**src/rtl/mdr_pkg.sv**
```systemverilog
package mdr_pkg;

  localparam int NPORT = 5;

  typedef enum logic [3:0] {
    CODE_NORMAL = 4'd0,
    CODE_N      = 4'd1,
    CODE_S      = 4'd2,
    CODE_E      = 4'd3,
    CODE_W      = 4'd4,
    CODE_NE     = 4'd5,
    CODE_NW     = 4'd6,
    CODE_SE     = 4'd7,
    CODE_SW     = 4'd8
  } contour_e;

  typedef enum logic [2:0] {
    PORT_LOCAL = 3'd0,
    PORT_NORTH = 3'd1,
    PORT_SOUTH = 3'd2,
    PORT_EAST  = 3'd3,
    PORT_WEST  = 3'd4
  } port_e;

  // Unused code points fall back to the healthy code.
  function automatic contour_e clean_code(input logic [3:0] raw);
    if (raw > 4'd8) return CODE_NORMAL;
    return contour_e'(raw);
  endfunction

  function automatic logic [NPORT-1:0] port_onehot(input port_e p);
    return NPORT'(1) << p;
  endfunction

endpackage

```
**src/rtl/mdr_cfg_reg.sv**
```systemverilog
module mdr_cfg_reg
  import mdr_pkg::*;
(
  input  logic       clk,
  input  logic       rst_n,
  input  logic       cfg_we,
  input  logic [3:0] cfg_code,
  output contour_e   code_q
);

  always_ff @(posedge clk) begin
    if (!rst_n)      code_q <= CODE_NORMAL;
    else if (cfg_we) code_q <= clean_code(cfg_code);
  end


  cfg_hold_chk: assert property (@(posedge clk) disable iff (!rst_n)
    !cfg_we |=> $stable(code_q));


  cfg_range_chk: assert property (@(posedge clk) disable iff (!rst_n)
    cfg_we && (cfg_code > 4'd8) |=> code_q == CODE_NORMAL);

endmodule

```
**src/rtl/mdr_route_calc.sv**
```systemverilog
module mdr_route_calc
  import mdr_pkg::*;
#(
  parameter int XW = 4,
  parameter int YW = 4
) (
  input  contour_e          code,
  input  logic [XW-1:0]     loc_x,
  input  logic [YW-1:0]     loc_y,
  input  logic [XW-1:0]     dest_x,
  input  logic [YW-1:0]     dest_y,
  output port_e             port
);

  localparam int CW = ((XW > YW) ? XW : YW) + 2;

  logic [CW-1:0] lx, ly, dx, dy;
  assign lx = CW'(loc_x);
  assign ly = CW'(loc_y);
  assign dx = CW'(dest_x);
  assign dy = CW'(dest_y);

  function automatic port_e side_step(input logic [CW-1:0] col);
    return (col != '0) ? PORT_WEST : PORT_EAST;
  endfunction

  always_comb begin
    port = PORT_LOCAL;
    if (dx > lx) begin
      case (code)
        CODE_N:  port = (dy >= ly || dx > lx + CW'(1) || lx == '0) ? PORT_EAST : PORT_WEST;
        CODE_NW: port = (dy >= ly || dx > lx + CW'(2)) ? PORT_EAST : PORT_SOUTH;
        CODE_W:  port = (ly == '0 || dy > ly) ? PORT_NORTH : PORT_SOUTH;
        CODE_SW: port = (dy <= ly || dx > lx + CW'(1)) ? PORT_EAST : PORT_NORTH;
        default: port = PORT_EAST;
      endcase
    end else if (dx < lx) begin
      case (code)
        CODE_NE: port = (dx + CW'(1) < lx || dy >= ly) ? PORT_WEST : PORT_SOUTH;
        CODE_SE: port = (dx + CW'(1) == lx && dy > ly) ? PORT_NORTH : PORT_WEST;
        CODE_E:  port = (ly == '0 || (lx == CW'(1) && dy > ly)) ? PORT_NORTH : PORT_SOUTH;
        default: port = PORT_WEST;
      endcase
    end else if (dy > ly) begin
      port = (code == CODE_S) ? side_step(lx) : PORT_NORTH;
    end else if (dy < ly) begin
      port = (code == CODE_N) ? side_step(lx) : PORT_SOUTH;
    end
  end

endmodule

```
**src/rtl/mdr_port_lock.sv**
```systemverilog
module mdr_port_lock
  import mdr_pkg::*;
(
  input  logic             clk,
  input  logic             rst_n,
  input  logic             flit_fire,
  input  logic             in_valid,
  input  logic             in_head,
  input  logic             in_tail,
  input  port_e            fresh_port,
  output logic             in_flight,
  output logic [NPORT-1:0] sel
);

  port_e lock_port;

  always_ff @(posedge clk) begin
    if (!rst_n) begin
      in_flight <= 1'b0;
      lock_port <= PORT_LOCAL;
    end else if (flit_fire) begin
      if (in_tail) begin
        in_flight <= 1'b0;
      end else if (!in_flight && in_head) begin
        in_flight <= 1'b1;
        lock_port <= fresh_port;
      end
    end
  end

  assign sel = port_onehot(in_flight ? lock_port : fresh_port);


  body_stable_chk: assert property (@(posedge clk) disable iff (!rst_n)
    flit_fire && !in_tail |=> (!(in_valid && !in_head) || sel == $past(sel)));


  tail_release_chk: assert property (@(posedge clk) disable iff (!rst_n)
    flit_fire && in_tail |=> !in_flight);

endmodule

```
**src/rtl/mesh_detour_route.sv**
```systemverilog
module mesh_detour_route
  import mdr_pkg::*;
#(
  parameter int XW = 4,
  parameter int YW = 4
) (
  input  logic          clk,
  input  logic          rst_n,
  input  logic          cfg_we,
  input  logic [3:0]    cfg_code,
  input  logic [XW-1:0] loc_x,
  input  logic [YW-1:0] loc_y,
  input  logic          in_valid,
  input  logic          in_head,
  input  logic          in_tail,
  input  logic [XW-1:0] in_dest_x,
  input  logic [YW-1:0] in_dest_y,
  output logic          in_ready,
  output logic          out_valid,
  input  logic          out_ready,
  output logic [4:0]    out_sel
);

  contour_e         code_q;
  port_e            fresh_port;
  logic             flit_fire;
  logic             in_flight;
  logic [NPORT-1:0] sel;

  assign flit_fire = in_valid && out_ready;
  assign in_ready  = out_ready;
  assign out_valid = in_valid;
  assign out_sel   = sel;

  mdr_cfg_reg u_cfg (
    .clk      (clk),
    .rst_n    (rst_n),
    .cfg_we   (cfg_we),
    .cfg_code (cfg_code),
    .code_q   (code_q)
  );

  mdr_route_calc #(.XW(XW), .YW(YW)) u_calc (
    .code   (code_q),
    .loc_x  (loc_x),
    .loc_y  (loc_y),
    .dest_x (in_dest_x),
    .dest_y (in_dest_y),
    .port   (fresh_port)
  );

  mdr_port_lock u_lock (
    .clk        (clk),
    .rst_n      (rst_n),
    .flit_fire  (flit_fire),
    .in_valid   (in_valid),
    .in_head    (in_head),
    .in_tail    (in_tail),
    .fresh_port (fresh_port),
    .in_flight  (in_flight),
    .sel        (sel)
  );


  sel_onehot_chk: assert property (@(posedge clk) disable iff (!rst_n)
    out_valid |-> $countones(out_sel) == 1);


  healthy_east_chk: assert property (@(posedge clk) disable iff (!rst_n)
    in_valid && in_head && !in_flight && code_q == CODE_NORMAL && in_dest_x > loc_x
      |-> out_sel == 5'b01000);


  vert_north_chk: assert property (@(posedge clk) disable iff (!rst_n)
    in_valid && in_head && !in_flight && code_q != CODE_S
      && in_dest_x == loc_x && in_dest_y > loc_y
      |-> out_sel == 5'b00010);

endmodule

```
**config.mk**
```make
export PLATFORM = sky130hd
export DESIGN_NAME = mesh_detour_route
export DESIGN_NICKNAME = d
export VERILOG_FILES = /design/src/rtl/mdr_pkg.sv /design/src/rtl/mdr_cfg_reg.sv /design/src/rtl/mdr_route_calc.sv /design/src/rtl/mdr_port_lock.sv /design/src/rtl/mesh_detour_route.sv
export SDC_FILE = /design/constraint.sdc
export NUM_CORES = 1
export LEC_CHECK = 0
export ABC_AREA = 1
export CAP_MARGIN = 20
export CORE_ASPECT_RATIO = 0.75
export CORE_MARGIN = 10
export CORE_UTILIZATION = 45
export CTS_CLUSTER_SIZE = 40
export DETAILED_ROUTE_END_ITERATION = 16
export PLACE_DENSITY = 0.73
export SLEW_MARGIN = 20
export SYNTH_ARGS = -nofsm -noshare
export SYNTH_HDL_FRONTEND = slang
export SYNTH_SLANG_ARGS = --single-unit
```
**constraint.sdc**
```tcl
create_clock -name clk -period 3.85 [get_ports clk]
set_clock_uncertainty 0.1 [all_clocks]
set_input_delay 0.77 -clock clk [delete_from_list [all_inputs] [get_ports clk]]
set_output_delay 0.77 -clock clk [all_outputs]
set_load 0.01 [all_outputs]
```
==> results of run 1 <==
==> worst paths after layout <==
| check | startpoint | to | slack, ns | cells past startpoint |
|---|---|---|---|---|
| max reg2reg | u_cfg.code_q[2]$_SDFFE_PN0P_ | u_lock.lock_port[2]$_SDFFE_PN0P_ | 2.22 | 10 |
| min | u_lock.lock_port[2]$_SDFFE_PN0P_ | u_lock.lock_port[2]$_SDFFE_PN0P_ | 0.39 | 2 |
| min reg2reg | u_lock.lock_port[2]$_SDFFE_PN0P_ | u_lock.lock_port[2]$_SDFFE_PN0P_ | 0.39 | 2 |
| max | loc_x[3] | out_sel[4] | 0.16 | 16 |
==> metal layers <==
| layer | GRT usage [%] | part of all wire [%] | vias to the layer above |
|---|---|---|---|
| met3 | 3.24 | 4.0 | 2 |
| met5 | 0 | 0 | - |
| li1 | - | - | 923 |
| met1 | 19.7 | 53 | 778 |
| met2 | 19.2 | 42 | 37 |
| met4 | 2.69 | 0.51 | 0 |
==> sequential cells by signal, indices dropped and copies added, names as in the netlist <==
signal,cells
u_cfg.code_q,4
u_lock.in_flight,1
u_lock.lock_port,3
==> what timing repair did <==
| action | in CTS | in global routing |
|---|---|---|
| hold buffers | 0 | 0 |
| setup endpoints to repair | 5 | 5 |
| gates resized for setup | 34 | 34 |
| buffers inserted | 1 | 1 |
| pin swaps | 9 | 32 |
==> cells by family after synthesis <==
group / count (synthesis) / synth area share, %
buffers and inverters: 40 / 10.5
AOI/OAI and AO/OA: 29 / 11.4
adders and majority gates: 24 / 20.0
xor gates and xnor gates: 3 / 1.75
and+or+nand+nor: 140 / 45.8
DFF: 8 / 10.6
==> Yosys cell counts, drive strengths merged <==
| master | number | area share (%) |
|---|---|---|
| nor2 | 28 | 8.3 |
| dfxtp | 8 | 11 |
| clkinv | 1 | 0.25 |
| nand3 | 30 | 13 |
| xnor2 | 2 | 1.2 |
| nand4 | 3 | 1.2 |
| o21ai | 11 | 3.7 |
| xor2 | 1 | 0.58 |
| nor3b | 1 | 0.50 |
| inv | 37 | 9.2 |
| o21bai | 2 | 1.0 |
| nor3 | 4 | 1.3 |
| nand2 | 69 | 19 |
| o21a | 1 | 0.50 |
| or2 | 4 | 1.7 |
| a21oi | 12 | 4.7 |
| a21boi | 1 | 0.50 |
| o211ai | 2 | 1.0 |
| ha | 24 | 20 |
| buf | 2 | 1.0 |
| or4 | 1 | 0.50 |
==> power by group through the flow <==
stage	clock network (mW)	registers, mW	logic (mW)
floorplan	0	0.0927	0.148
global placement	0	0.0937	0.247
detailed placement	0	0.0940	0.251
CTS	0.102	0.0926	0.248
global route	0.115	0.0931	0.304
finish	0.100	0.0925	0.270
==> per-stage QoR <==
| stage | cells | area [um^2] | utilization (%) |
|---|---|---|---|
| finish | 347 | 2210 | 68.2 |
| global route | 347 | 2210 | 68.2 |
| CTS | 346 | 2110 | 65.1 |
| detailed placement | 342 | 2070 | 63.9 |
| global placement | 342 | 2070 | 63.9 |
| floorplan | 244 | 1500 | - |
==> tightest hold or removal path, cell delays in order, from the launching register on <==
cell and delay [ns]:
dfxtp_1 0.31, o211ai_1 0.10, inv_1 0.05
==> layout make-up <==
| class | count | area (um^2) | share of cell area [%] |
|---|---|---|---|
| well taps | 40 | 50.0 | 2.26 |
| repair buffers | 62 | 514 | 23.2 |
| multi-input cells | 196 | 1300 | 58.8 |
| clock buffers | 3 | 41.3 | 1.87 |
| flip-flops and latches | 8 | 160 | 7.24 |
| inverters | 38 | 145 | 6.56 |
==> metrics.cfg, run 1 <==
[die]
dieArea_um2 = 6080
initial_core_util_pct = 46.4
core_um2 = 3240
boundaryPins = 34
fp.dieH_um = 70.1
die_w_um = 86.8
rows = 18

[clock_network]
cts.sinks = 8
clk_pin_slew_ns = 0.04
cts_max_level = 1
numCtsBuffers = 3
clockBufferDepth = 2
cts_tree = done
root_buffer = clkbuf_8
clkLatencyLatePin_ns = 0.23

[global_routing]
grt_usage_pct = 13.5
grt_pass1_vias = 1583
grt_max_degree = 10
grt_pass1_wl_mm = 7.03
antenna_found_initial = 0
grt-ovfl-total = 0

[critical_path]
cpMostUsedCell = nand2_2
crit_path_max_incr_delay_ns = 0.29
critPathLaunchType = input port
critPathKind = input port to output port
arrival_ns = 2.82
crit_family = simple AND/OR/NAND/NOR gates
cp_cell_sequence = dlygate4sd2_1, or2_4, o211ai_1, ha_1, a21oi_2, nand2_2, nand2_2, nand3_2, nand2_2, nand4_1, nand2_1, nand2_1, nand2_2, nand2_2, nor2_2, buf_2
crit_buf_inv = 2
path_max_fanout = 5
slowest_stage = dlygate4sd2_1
cp.required_ns = 2.98
cp-end-kind = output port

[run_status]
status = finished, final reports clean

[pwr]
power_frac_seq_pct = 20.0
worst_ir_drop_vdd_v = 0.000214
powerDensity_nw_per_um2 = 209
p_sw_share_pct = 39.6
p_sw_mw = 0.183
internal_power_mw = 0.280
p_clk_share_pct = 21.7
combPwrFrac_pct = 58.3
power_mw = 0.463
p_leak_nw = 1.15

[timing]
fin_crit_sh_pct = 95.8
slew_violations = 0
tightest_slew_ns = 0.397
finalHoldViolCount = 0
setup_violations = 0
final.setup.worst_slack_ns = 0.161
slew_headroom_pct = 73.4
fmax_mhz = 271
min_period_ns = 3.69
timing.hold.ws_ns = 0.394
fin_setup_tns_ns = 0

[placement]
dp_hpwl_mm = 3.44
pre_cts_slack_ns = -0.689
gp_congestion = 0.903
port_buffers = 33

[yosys]
syn_nets = 295
synth_area_um2 = 1500
synth-seq-area-share_pct = 10.6
syn_area_per_cell_um2 = 6.16
synth_cell_type_count = 30
yosys_warnings = 0
ys_seq_elements = 8
synthCells = 244

[drt]
drt_pass1_iterations = 4
ant_nets = 0
drc_errors = 0
vias = 1740
routed_wl_mm = 4.14
drtIter0Drc = 141
via_per_inst = 5.01
wl_per_cell_um = 11.9

[cells_and_area]
n_fill_cell = 307
diodes = 0
final_cell_mix = nand2_1 (49), buf_4 (29), inv_1 (26), nor2_1 (21), nand3_1 (20)
finalNetCount = 360
drive_gt1_share_pct = 32.6
final_common_cell = nand2_1
syn2layout_area_growth_pct = 47.1

[min_path]
hp-class = flip-flop to flip-flop

[flow_run]
cap_viol_max_count = 0

Note: power is estimated with default switching activity, not from simulation.
==> inputs of run 2 (changes only) <==
--- a/config.mk
+++ b/config.mk
@@ -8,11 +8,11 @@
 export ABC_AREA = 1
 export CAP_MARGIN = 20
 export CORE_ASPECT_RATIO = 0.75
-export CORE_MARGIN = 10
+export CORE_MARGIN = 1
 export CORE_UTILIZATION = 45
 export CTS_CLUSTER_SIZE = 40
 export DETAILED_ROUTE_END_ITERATION = 16
-export PLACE_DENSITY = 0.73
+export PLACE_DENSITY_LB_ADDON = 0.05
 export SLEW_MARGIN = 20
 export SYNTH_ARGS = -nofsm -noshare
 export SYNTH_HDL_FRONTEND = slang
==> run 2 against run 1 <==
Global-route usage rose by 11 points. Cell count up 1.7%. Non-clock buffer count is 8 higher. Largest power group unchanged. Power rose by 0.66%. Sequential share of layout area down 0.12 points.
==> metrics.cfg, run 2 (same netlist as run 1, synthesis figures left out) <==
[run_status]
status = finished, final reports clean

[cells_and_area]
regMostFlops = u_cfg.code_q
reg_top3 = u_cfg.code_q (4), u_lock.lock_port (3), u_lock.in_flight (1)
diodes = 0
final_common_cell = nand2_1
final_util_pct = 73.5
seq_area_um2 = 160
drive_gt1_share_pct = 31.1
finalNetCount = 368
largest_reg_flops = 4
n_fill_cell = 267
final_cell_area_um2 = 2250
stdcell_count = 353
syn2layout_area_growth_pct = 49.7
multiInputGateArea_um2 = 1280
final_cell_mix = nand2_1 (54), buf_4 (36), inv_1 (27), nor2_1 (23), ha_1 (21)

[timing]
fin_setup_tns_ns = 0
slew_violations = 0
fin_crit_sh_pct = 96.9
final.setup.worst_slack_ns = 0.120
timing.hold.ws_ns = 0.416
tightest_slew_ns = 0.450
slew_headroom_pct = 69.9
min_period_ns = 3.73
fmax_mhz = 268
setup_violations = 0
finalHoldViolCount = 0

[clock_network]
numCtsBuffers = 3
cts_tree = done
cts_hold_buf = 0
cts_max_level = 1
clockBufferDepth = 2
clk_pin_slew_ns = 0.04
root_buffer = clkbuf_8
clkLatencyLatePin_ns = 0.23
cts.sinks = 8

[critical_path]
reg2reg_slack_ns = 1.33
ff2ff_path_depth = 16
worstSetupStartpoint = loc_y[3]
path_max_fanout = 8
crit_path_max_incr_delay_ns = 0.47
critPathKind = input port to output port
cp.required_ns = 2.98
cp-end-kind = output port
crit_family = simple AND/OR/NAND/NOR gates
cpMostUsedCell = nand2_2
r2r-start = u_cfg.code_q[0]$_SDFFE_PN0P_
cp_cell_sequence = clkdlybuf4s50_1, inv_2, ha_4, a21oi_4, nand2_8, nor2_4, nand3_4, nand2_2, nand4_1, nand2_2, nand2_1, nand2_2, nand2_1, nor2_1, buf_2
crit_buf_inv = 3
critPathLaunchType = input port
r2r-end = u_lock.lock_port[2]$_SDFFE_PN0P_
arrival_ns = 2.86
slowest_stage = clkdlybuf4s50_1

[placement]
gp_congestion = 0.855
dpl-instance-area_um2 = 2050
pre_cts_slack_ns = -0.586
dpl.cell_count = 338
port_buffers = 33
dp_hpwl_mm = 3.19

[die]
fp.dieH_um = 52.1
boundaryPins = 34
core_um2 = 3060
dieArea_um2 = 3580
rows = 17
die_w_um = 68.8
initial_core_util_pct = 49.1

[min_path]
hold_depth = 2
hp-class = flip-flop to flip-flop
hp-start = u_lock.in_flight$_SDFFE_PN0P_
whs_endpoint = u_lock.in_flight$_SDFFE_PN0P_

[global_routing]
grt_pass1_wl_mm = 6.46
grt_pass1_vias = 1440
antenna_found_initial = 0
grt_max_degree = 10
grt_usage_pct = 24.1
grt-ovfl-total = 0

[drt]
vias = 1761
drc_errors = 0
drtIter0Drc = 92
via_per_inst = 4.99
drt_pass1_iterations = 4
ant_nets = 0
routed_wl_mm = 4.20
wl_per_cell_um = 11.9

[pwr]
power_mw = 0.466
p_leak_nw = 1.20
worst_ir_drop_vdd_v = 0.000288
powerDensity_nw_per_um2 = 207

[flow_run]
cap_viol_max_count = 0

-- run 2: changes by cell type in the layout (fill, tap and decap cells not counted), moves of 3 or more --
cell,change
nand2_2,-4
nand2_1,+5
buf_4,+7
nor2_2,-3
ha_1,+3
-- run 2: final cells by class --
cell class              count  share of cell area [%]
clock buffers               3                    1.83
inverters                  38                    6.34
multi-input cells         196                    56.8
flip-flops and latches      8                    7.12
well taps                  38                    2.11
repair buffers             70                    25.8
-- run 2: worst min-delay path: cells and delay by family, from the launching register on --
kind	cells	cell delay, ns
compound gates	2	0.16
flops	1	0.31
-- run 2: how the worst max path moves through the flow --
stage / endpoint / slack (ns) / cells past startpoint
after floorplan: out_sel[0] / 0.47 / 17
after global placement: out_sel[3] / -0.53 / 17
after detailed placement: out_sel[4] / -0.59 / 19
after CTS: out_sel[1] / 0.008 / 17
after global routing: out_sel[2] / -0.03 / 18
final: out_sel[2] / 0.12 / 15
-- run 2: power breakdown --
part           internal (mW)  total (mW)  switching [mW]  leakage (nW)
combinational          0.124       0.269           0.145          1.11
sequential            0.0872      0.0929         0.00570        0.0656
clock                 0.0680       0.104          0.0361        0.0216
total                  0.280       0.466           0.187          1.20
-- run 2: repair_timing --
item	in CTS	in global routing
buffers inserted	10	2
setup endpoints to repair	5	6
pin swaps	8	24
resized for setup	29	30
-- run 2: metal layers --
layer	up-vias	track usage, %	wire [um]
li1	935	-	-
met1	774	36.0	2120
met5	-	0	0
met4	0	2.04	8
met2	50	34.5	1740
met3	2	7.46	329
